[src/rtl/memtype_pkg.sv]
// Shared encodings for the memory type resolver.
// Assumes: type codes are 8 bits wide; the fixed table always covers the first 1 MiB.
package memtype_pkg;
    localparam logic [7:0] MT_UC      = 8'h00;
    localparam logic [7:0] MT_WC      = 8'h01;
    localparam logic [7:0] MT_WT      = 8'h04;
    localparam logic [7:0] MT_WP      = 8'h05;
    localparam logic [7:0] MT_WB      = 8'h06;
    localparam logic [7:0] MT_PARTIAL = 8'hFE;
    localparam logic [7:0] MT_OFF     = 8'hFF;

    localparam int FIXED_ENTRIES = 88;
    localparam int CFG_IDX_W     = 7;

    typedef enum logic [2:0] {
        CFG_CTRL   = 3'd0,
        CFG_FIXED  = 3'd1,
        CFG_VBASE  = 3'd2,
        CFG_VMASK  = 3'd3,
        CFG_UPLIM  = 3'd4
    } cfg_kind_e;

    typedef enum logic [1:0] {
        SC_IDLE = 2'd0,
        SC_WALK = 2'd1,
        SC_FIN  = 2'd2
    } scan_state_e;
endpackage

[src/rtl/memtype_cfg_regs.sv]
// Configuration storage: control word, fixed-region table, variable base/mask
// pairs and the upper-memory limit. Written through a single write port.
// Assumes: indexes outside the implemented range are dropped.
module memtype_cfg_regs
    import memtype_pkg::*;
#(
    parameter int ADDR_W     = 40,
    parameter int NUM_VAR    = 8,
    parameter bit HAS_UPLIM  = 1'b1
) (
    input  logic                                clk,
    input  logic                                rst_n,
    input  logic                                cfg_we,
    input  logic [2:0]                          cfg_kind,
    input  logic [CFG_IDX_W-1:0]                cfg_idx,
    input  logic [ADDR_W-1:0]                   cfg_wdata,
    output logic [7:0]                          dflt_type,
    output logic                                fix_en,
    output logic                                var_en,
    output logic [FIXED_ENTRIES-1:0][7:0]       fixed_tbl,
    output logic [NUM_VAR-1:0][ADDR_W-1:0]      var_base,
    output logic [NUM_VAR-1:0][ADDR_W-1:0]      var_mask,
    output logic [ADDR_W-1:0]                   uplim
);
    localparam logic [ADDR_W-1:0] UPLIM_KEEP = {{(ADDR_W-23){1'b1}}, 23'd0};

    // Control word: default type and the two enables.
    always_ff @(posedge clk) begin
        if (!rst_n) begin
            dflt_type <= '0;
            fix_en    <= 1'b0;
            var_en    <= 1'b0;
        end else if (cfg_we && cfg_kind == CFG_CTRL) begin
            dflt_type <= cfg_wdata[7:0];
            fix_en    <= cfg_wdata[10];
            var_en    <= cfg_wdata[11];
        end
    end

    genvar gi;
    generate
        for (gi = 0; gi < FIXED_ENTRIES; gi++) begin : g_fixed
            // One fixed-region type byte.
            always_ff @(posedge clk) begin
                if (!rst_n)
                    fixed_tbl[gi] <= '0;
                else if (cfg_we && cfg_kind == CFG_FIXED && cfg_idx == CFG_IDX_W'(gi))
                    fixed_tbl[gi] <= cfg_wdata[7:0];
            end
        end

        for (gi = 0; gi < NUM_VAR; gi++) begin : g_var
            // One variable region base/mask pair.
            always_ff @(posedge clk) begin
                if (!rst_n) begin
                    var_base[gi] <= '0;
                    var_mask[gi] <= '0;
                end else if (cfg_we && cfg_idx == CFG_IDX_W'(gi)) begin
                    if (cfg_kind == CFG_VBASE) var_base[gi] <= cfg_wdata;
                    if (cfg_kind == CFG_VMASK) var_mask[gi] <= cfg_wdata;
                end
            end
        end

        if (HAS_UPLIM) begin : g_uplim
            // Upper-memory limit, rounded down to an 8 MiB boundary on write.
            always_ff @(posedge clk) begin
                if (!rst_n)
                    uplim <= '0;
                else if (cfg_we && cfg_kind == CFG_UPLIM)
                    uplim <= cfg_wdata & UPLIM_KEEP;
            end

            // a limit write keeps the upper bits and clears the low 23.
            assert_uplim_round_R10: assert property (@(posedge clk) disable iff (!rst_n)
                (cfg_we && cfg_kind == CFG_UPLIM) |=>
                    (uplim[22:0] == 23'd0 && uplim[ADDR_W-1:23] == $past(cfg_wdata[ADDR_W-1:23])));
        end else begin : g_no_uplim
            assign uplim = '0;
        end
    endgenerate
endmodule

[src/rtl/memtype_fixed_lookup.sv]
// Fixed-region lookup: turns the start address into a table index over the three
// granularities below 1 MiB and returns that entry.
// Assumes: only the start address matters; hit reports start < 1 MiB.
module memtype_fixed_lookup
    import memtype_pkg::*;
#(
    parameter int ADDR_W = 40
) (
    input  logic [ADDR_W-1:0]              addr,
    input  logic [FIXED_ENTRIES-1:0][7:0]  fixed_tbl,
    output logic                           hit,
    output logic [7:0]                     fixed_type
);
    localparam int IXW = $clog2(FIXED_ENTRIES);
    logic [IXW-1:0] ix;

    // Select the granularity from the top address bits below 1 MiB.
    always_comb begin
        hit = (addr[ADDR_W-1:20] == '0);
        if (!addr[19])
            ix = IXW'(addr[18:16]);
        else if (!addr[18])
            ix = IXW'(8) + IXW'(addr[17:14]);
        else
            ix = IXW'(24) + IXW'(addr[17:12]);
        fixed_type = fixed_tbl[ix];
    end
endmodule

[src/rtl/memtype_var_scan.sv]
// Variable-region walker: latches a request, visits one region per cycle in
// index order and folds matches with the precedence rule. The first terminating
// event (straddle or UC conflict) is frozen for the rest of the walk.
// Assumes: configuration is stable while a walk is in progress.
module memtype_var_scan
    import memtype_pkg::*;
#(
    parameter int ADDR_W  = 40,
    parameter int NUM_VAR = 8
) (
    input  logic                           clk,
    input  logic                           rst_n,
    input  logic                           accept,
    input  logic [ADDR_W-1:0]              req_start,
    input  logic [ADDR_W-1:0]              req_end,
    input  logic [NUM_VAR-1:0][ADDR_W-1:0] var_base,
    input  logic [NUM_VAR-1:0][ADDR_W-1:0] var_mask,
    output logic                           idle,
    output logic                           fin,
    output logic [ADDR_W-1:0]              start_q,
    output logic [ADDR_W-1:0]              end_q,
    output logic                           matched,
    output logic [7:0]                     acc_type,
    output logic                           term,
    output logic [7:0]                     term_type
);
    localparam int IW = (NUM_VAR > 1) ? $clog2(NUM_VAR) : 1;
    localparam logic [IW-1:0] LAST = IW'(NUM_VAR - 1);
    localparam logic [ADDR_W-1:0] MATCH_KEEP = {{(ADDR_W-12){1'b1}}, 12'd0};

    scan_state_e    state;
    logic [IW-1:0]  idx;
    logic [ADDR_W-1:0] cur_mask;
    logic [7:0]     cur_type;
    logic           cur_valid, s_hit, e_hit;
    logic           n_matched, n_term;
    logic [7:0]     n_acc, n_term_type;

    assign idle = (state == SC_IDLE);
    assign fin  = (state == SC_FIN);

    // Evaluate the region under the cursor against the latched range.
    always_comb begin
        cur_mask  = var_mask[idx] & MATCH_KEEP;
        cur_type  = var_base[idx][7:0];
        cur_valid = var_mask[idx][11];
        s_hit     = (((start_q ^ var_base[idx]) & cur_mask) == '0);
        e_hit     = (((end_q   ^ var_base[idx]) & cur_mask) == '0);
        n_matched   = matched;
        n_acc       = acc_type;
        n_term      = term;
        n_term_type = term_type;
        if (cur_valid && !term) begin
            if (s_hit != e_hit) begin
                n_term      = 1'b1;
                n_term_type = MT_PARTIAL;
            end else if (s_hit) begin
                if (!matched) begin
                    n_matched = 1'b1;
                    n_acc     = cur_type;
                end else if (acc_type == MT_UC || cur_type == MT_UC) begin
                    n_term      = 1'b1;
                    n_term_type = MT_UC;
                end else if ((acc_type == MT_WB && cur_type == MT_WT) ||
                             (acc_type == MT_WT && cur_type == MT_WB)) begin
                    n_acc = MT_WT;
                end else if (acc_type != cur_type) begin
                    n_term      = 1'b1;
                    n_term_type = MT_UC;
                end
            end
        end
    end

    // Sequencer: idle -> walk all regions -> one finish cycle -> idle.
    always_ff @(posedge clk) begin
        if (!rst_n) begin
            state <= SC_IDLE;
            idx   <= '0;
        end else begin
            case (state)
                SC_IDLE: if (accept) begin
                    state <= SC_WALK;
                    idx   <= '0;
                end
                SC_WALK: begin
                    if (idx == LAST) state <= SC_FIN;
                    else             idx   <= idx + 1'b1;
                end
                default: state <= SC_IDLE;
            endcase
        end
    end

    // Request latch and fold accumulators.
    always_ff @(posedge clk) begin
        if (!rst_n) begin
            start_q   <= '0;
            end_q     <= '0;
            matched   <= 1'b0;
            acc_type  <= '0;
            term      <= 1'b0;
            term_type <= '0;
        end else if (state == SC_IDLE && accept) begin
            start_q   <= req_start;
            end_q     <= req_end;
            matched   <= 1'b0;
            acc_type  <= '0;
            term      <= 1'b0;
            term_type <= '0;
        end else if (state == SC_WALK) begin
            matched   <= n_matched;
            acc_type  <= n_acc;
            term      <= n_term;
            term_type <= n_term_type;
        end
    end

    // once a terminating event is recorded it survives the rest of the walk.
    assert_term_frozen_R12: assert property (@(posedge clk) disable iff (!rst_n)
        (state == SC_WALK && term) |=> (term && $stable(term_type)));

    // a terminating code is only ever UC or the straddle code.
    assert_term_code_R8: assert property (@(posedge clk) disable iff (!rst_n)
        term |-> (term_type == MT_UC || term_type == MT_PARTIAL));
endmodule

[src/rtl/memtype_resolver.sv]
// Physical memory type resolver top: configuration registers, fixed-region
// lookup, variable-region walker and final selection with the upper window.
// Assumes: one request at a time; configuration is not rewritten mid-lookup.
// Requires ADDR_W > 32 so that the 4 GiB boundary is representable.
module memtype_resolver
    import memtype_pkg::*;
#(
    parameter int ADDR_W    = 40,
    parameter int NUM_VAR   = 8,
    parameter bit HAS_FIXED = 1'b1,
    parameter bit HAS_UPLIM = 1'b1
) (
    input  logic                 clk,
    input  logic                 rst_n,
    input  logic                 cfg_we,
    input  logic [2:0]           cfg_kind,
    input  logic [6:0]           cfg_idx,
    input  logic [ADDR_W-1:0]    cfg_wdata,
    input  logic                 req_valid,
    output logic                 req_ready,
    input  logic [ADDR_W-1:0]    req_start,
    input  logic [ADDR_W-1:0]    req_end,
    output logic                 rsp_done,
    output logic [7:0]           rsp_type
);
    localparam logic [ADDR_W-1:0] FOUR_GIB = ADDR_W'(64'h1_0000_0000);
    localparam int LAT_W = 16;

    logic [7:0]                      dflt_type;
    logic                            fix_en, var_en;
    logic [FIXED_ENTRIES-1:0][7:0]   fixed_tbl;
    logic [NUM_VAR-1:0][ADDR_W-1:0]  var_base, var_mask;
    logic [ADDR_W-1:0]               uplim;
    logic                            sc_idle, sc_fin, matched, term;
    logic [ADDR_W-1:0]               start_q, end_q;
    logic [7:0]                      acc_type, term_type, fixed_type, result;
    logic                            fixed_hit, accept;

    assign req_ready = sc_idle;
    assign accept    = req_valid && sc_idle;

    memtype_cfg_regs #(.ADDR_W(ADDR_W), .NUM_VAR(NUM_VAR), .HAS_UPLIM(HAS_UPLIM)) u_cfg (
        .clk(clk), .rst_n(rst_n), .cfg_we(cfg_we), .cfg_kind(cfg_kind),
        .cfg_idx(cfg_idx), .cfg_wdata(cfg_wdata), .dflt_type(dflt_type),
        .fix_en(fix_en), .var_en(var_en), .fixed_tbl(fixed_tbl),
        .var_base(var_base), .var_mask(var_mask), .uplim(uplim)
    );

    memtype_fixed_lookup #(.ADDR_W(ADDR_W)) u_fix (
        .addr(start_q), .fixed_tbl(fixed_tbl), .hit(fixed_hit), .fixed_type(fixed_type)
    );

    memtype_var_scan #(.ADDR_W(ADDR_W), .NUM_VAR(NUM_VAR)) u_scan (
        .clk(clk), .rst_n(rst_n), .accept(accept), .req_start(req_start),
        .req_end(req_end), .var_base(var_base), .var_mask(var_mask),
        .idle(sc_idle), .fin(sc_fin), .start_q(start_q), .end_q(end_q),
        .matched(matched), .acc_type(acc_type), .term(term), .term_type(term_type)
    );

    // Final selection in precedence order.
    always_comb begin
        if (!fix_en && !var_en)
            result = MT_OFF;
        else if (HAS_FIXED && fix_en && fixed_hit)
            result = fixed_type;
        else if (!var_en)
            result = dflt_type;
        else if (term)
            result = term_type;
        else if (HAS_UPLIM && start_q >= FOUR_GIB && end_q < uplim)
            result = MT_WB;
        else if (matched)
            result = acc_type;
        else
            result = dflt_type;
    end

    // Response register: one done pulse per finished walk.
    always_ff @(posedge clk) begin
        if (!rst_n) begin
            rsp_done <= 1'b0;
            rsp_type <= '0;
        end else begin
            rsp_done <= sc_fin;
            if (sc_fin) rsp_type <= result;
        end
    end

    // Checker counter: cycles since the last accept edge (saturating).
    logic [LAT_W-1:0] lat_cnt;
    always_ff @(posedge clk) begin
        if (!rst_n)
            lat_cnt <= '1;
        else if (accept)
            lat_cnt <= '0;
        else if (lat_cnt != '1)
            lat_cnt <= lat_cnt + 1'b1;
    end

    // the result appears exactly NUM_VAR+1 cycles after acceptance.
    assert_latency_R11: assert property (@(posedge clk) disable iff (!rst_n)
        rsp_done |-> (lat_cnt == LAT_W'(NUM_VAR + 1)));

    // done is a single-cycle pulse.
    assert_done_pulse_R11: assert property (@(posedge clk) disable iff (!rst_n)
        rsp_done |=> !rsp_done);

    // ready drops after an accepted request.
    assert_ready_drop_R11: assert property (@(posedge clk) disable iff (!rst_n)
        (req_valid && req_ready) |=> !req_ready);

    // with both enables clear the off code is delivered.
    assert_off_code_R3: assert property (@(posedge clk) disable iff (!rst_n)
        (rsp_done && !$past(fix_en) && !$past(var_en)) |-> (rsp_type == MT_OFF));
endmodule

[config.mk]
export PLATFORM = sky130hd
export DESIGN_NAME = memtype_resolver
export DESIGN_NICKNAME = d
export VERILOG_FILES = /design/src/rtl/memtype_pkg.sv /design/src/rtl/memtype_cfg_regs.sv /design/src/rtl/memtype_fixed_lookup.sv /design/src/rtl/memtype_var_scan.sv /design/src/rtl/memtype_resolver.sv
export SDC_FILE = /design/constraint.sdc
export NUM_CORES = 2
export LEC_CHECK = 0
export ABC_AREA = 1
export BUFFER_PORTS_ARGS = -buffer_cell sky130_fd_sc_hd__buf_2
export CAP_MARGIN = 0
export CORE_MARGIN = 2
export CORE_UTILIZATION = 57
export CTS_CLUSTER_SIZE = 24
export DETAILED_ROUTE_END_ITERATION = 6
export PLACE_DENSITY = 0.83
export SYNTH_ARGS = -nofsm -noshare
export SYNTH_HDL_FRONTEND = slang
export SYNTH_SLANG_ARGS = --single-unit
[constraint.sdc]
create_clock -name clk -period 2.9 [get_ports clk]
set_clock_uncertainty 0.1 [all_clocks]
set_input_delay 0.58 -clock clk [delete_from_list [all_inputs] [get_ports clk]]
set_output_delay 0.58 -clock clk [all_outputs]
set_load 0.03 [all_outputs]
==> run_results.csv <==
group,metric,value,unit
min_path,holdPathStages,3,
cts,root_buffer,"clkbuf_16",
pwr,p_clk_share,42.5,%
min_path,hold_class,"input pin to register",
min_path,holdPathEnd,"u_cfg.uplim[39]",
synthesis,async_flop_share,0,%
global_routing,antenna_found_initial,11,
pwr,switching_share,27.7,%
pwr,seqPwrFrac,42.7,%
route,wirelength,199,mm
final_layout,area_growth,15.1,%
pwr,power.total,43.3,mW
floorplanning,initial_core_util,57.3,%
global_routing,grt_pass1_vias,56400,
place,dp_hpwl,120,mm
global_routing,grt_usage,35.4,%
cts,numCtsBuffers,139,
global_routing,grt_max_degree,147,
final_layout,instances_no_fill,9915,
synthesis,dominantRegCellSynth,"dfxtp_1",
floorplanning,boundaryPins,144,
pwr,peakVddDrop,510,uV
final_layout,fillers,8564,
floorplanning,std_cell_rows,119,
run_status,status,"finished, violations left",
route,drc,0,
pwr,pwr-share-comb,14.7,%
worst_setup_path,crit_type,"register to register",
worst_setup_path,startpoint_type,"register",
route,viasPerCell,6.13,
sta,relSlewSlack,7.22,%
flow_run,cap_violations,0,
min_path,min_from,"cfg_wdata[39]",
worst_setup_path,r2r_start,"u_scan.idx[0]",
sta,fin_ws,-0.496,ns
worst_setup_path,required,3.50,ns
sta,rsz0062_at_grt,"yes",
global_routing,grt.overflow.total,0,
sta,slew_viol_final,0,
place,port_buffers,117,
worst_setup_path,rrSetupSlack,-0.50,ns
floorplanning,fp.coreArea,0.105,mm2
route,wl_per_cell,20.1,um
synthesis,netlist_instances,8492,
worst_setup_path,crit_arrival,4.00,ns
final_layout,final_layout_size_suffix_gt1_share,9.99,%
sta,finalCriticalPeriod,3.40,ns
synthesis,syn-num-nets,8646,
global_routing,grt_pass1_wl,308,mm
cts,tritoncts,"built",
worst_setup_path,ff2ff_path_depth,22,
pwr,p_leak,26.6,nW
pwr,powerDensity,627,mW/mm2
floorplanning,fp.dieW,328,um
cts,path_clk_slew,0.06,ns
floorplanning,dieArea,0.108,mm2
synthesis,ys_types,41,
synthesis,syn_area,0.0600,mm2
synthesis,yosysWarnings,0,
place,dp.cells,9602,
worst_setup_path,cp-end-kind,"register",
cts,h-tree-depth,4,
sta,finalSetupViolations,12,
cts,insertion_delay,0.76,ns
final_layout,final_cell_mix,"o21ai_0, dfxtp_1, a21oi_1",
place,postPlaceCellArea,0.0633,mm2
pwr,p_int,31.3,mW
synthesis,avgSynthCellArea,7.07,um2
route,drt_iter0_markers,7759,
route,first_pass_iters,7,
cts,clock_path_buffers,3,
worst_setup_path,r2r_end,"u_scan.acc_type[0]",
pwr,switching_power,12.0,mW
sta,max_clock_freq,294,MHz
final_layout,fin_area,0.0691,mm2
cts,cts_num_sinks,1332,
run_status,violations,"negative setup slack",
route,vias,60700,
synthesis,synth_edf_count,0,
sta,finalCritPeriodShare,117,%
final_layout,mostFrequentLayoutCell,"o21ai_0",
floorplanning,dieHeight,328,um
sta,hold_violations,0,
sta,tightest_slew,1.39,ns
synthesis,ys_seq_elements,1332,
worst_setup_path,cp_max_fo,23,
synthesis,ys_seq_area_share,44.4,%
final_layout,fin_nets,8560,
place,gp_congestion,0.949,
route,antenna_left,0,
cells in the mapped netlist, drive strengths merged (5+ instances only):
library cell | n | share of area (%)
o21ai | 1491 | 12
dfxtp | 1332 | 44
a21oi | 1193 | 9.9
nand2 | 955 | 6.0
inv | 816 | 5.1
nor2 | 703 | 4.4
nand3 | 649 | 5.4
clkbuf | 600 | 3.8
nand4 | 193 | 2.0
buf | 166 | 1.5
a211oi | 155 | 1.9
o211ai | 80 | 1.0
o22ai | 51 | 0.53
o21a | 31 | 0.39
ha | 20 | 0.42
nor3 | 19 | 0.20
nor4 | 7 | 0.083
clkinv | 6 | 0.038
xor2 | 6 | 0.088
or2 | 5 | 0.052
cell type report:
type                            instances  area (um2)  area share, %
Timing Repair Buffer                  538        5400           7.82
Inverter                              822        3110           4.49
Antenna cell                            6        15.0         0.0217
Clock buffer                          201        4070           5.89
Tap cell                             1391        1740           2.52
Multi-Input combinational cell       5573       27400           39.7
Sequential cell                      1332       26700           38.6
Clock inverter                         52         656          0.949
worst max-delay path by stage:
stage / start / end / slack [ns]
after detailed placement: u_scan.idx[0] / u_scan.acc_type[0] / -0.62
final: u_scan.idx[0] / u_scan.acc_type[0] / -0.50
after floorplan: u_scan.idx[0] / u_scan.acc_type[0] / -0.15
after CTS: u_scan.idx[1] / u_scan.acc_type[1] / -0.41
after global placement: u_scan.idx[0] / u_scan.acc_type[7] / -0.56
after global routing: u_scan.idx[0] / u_scan.acc_type[3] / -0.81
power by group through the flow:
| stage | clock network, mW | registers (mW) | logic, mW |
|---|---|---|---|
| floorplan | 0 | 18.8 | 3.63 |
| global placement | 0 | 18.9 | 5.67 |
| detailed placement | 0 | 18.9 | 5.75 |
| CTS | 18.4 | 18.5 | 6.05 |
| global route | 19.2 | 18.5 | 6.82 |
| finish | 18.4 | 18.5 | 6.38 |
sequential cells by signal (all words and copies together) (netlist names):
register and count:
u_cfg.fixed_tbl 704, u_cfg.var_base 288, u_scan.term 1, u_cfg.var_en 1, u_scan.start_q 28, rsp_done 1
u_cfg.fix_en 1, u_scan.end_q 28, u_scan.idx 3, rsp_type 8, u_scan.state 2, u_cfg.dflt_type 8
u_scan.matched 1, u_scan.term_type 1, u_cfg.var_mask 232, u_cfg.uplim 17, u_scan.acc_type 8
what timing repair did:
action / 4_1_cts / 5_1_grt
pin swaps: 19 / 14
hold buffers: 20 / 0
cloned: 10 / 3
buffers inserted: 13 / 9
endpoints found under the setup margin: 13 / 19
endpoints found under the hold margin: 20 / 0
gates resized for setup: 68 / 45
kinds of logic after synthesis:
logic type / share of synthesized area, %
AND/OR/NAND/NOR: 18.2
XOR/XNOR: 0.146
flip-flops: 44.4
adder cells (fa/ha/maj): 0.417
buffers and inverters: 10.4
AO/OA/AOI/OAI: 26.4
stage by stage:
stage               hold slack (ns)  worst slack [ns]  utilization [%]  TNS [ns]
floorplan                     0.320            -0.146                -     -1.07
global placement              0.329            -0.562             60.4     -5.19
detailed placement            0.334            -0.623             60.4     -6.34
CTS                         0.00625            -0.408             65.6     -3.68
global route                 0.0457            -0.808             65.9     -7.69
finish                       0.0338            -0.496             65.9     -4.67
worst max-delay path: stages (launching register included):
cell and delay [ns]:
dfxtp_4 0.45, inv_8 0.09, buf_12 0.16, buf_4 0.20, o21ai_0 0.18, o22ai_1 0.10
nand2_1 0.06, nand2_1 0.11, nand2_1 0.09, o22ai_1 0.08, nor4_2 0.26, buf_4 0.19
nand3_2 0.08, ha_4 0.26, a31oi_1 0.14, nand2_1 0.10, nand2_1 0.07, nand2_1 0.05
inv_2 0.10, nand4_4 0.17, nand2_2 0.10, nand2_1 0.05, nor2_1 0.12
routing by layer:
layer / GRT usage (%) / share of wire (%) / vias to the layer above
met5: 0 / 0.016 / -
met4: 23.7 / 6.9 / 6
met3: 6.83 / 10 / 782
met2: 55.3 / 45 / 3518
met1: 44.5 / 38 / 28000
li1: - / - / 28500
(Power assumes the default switching activity.)
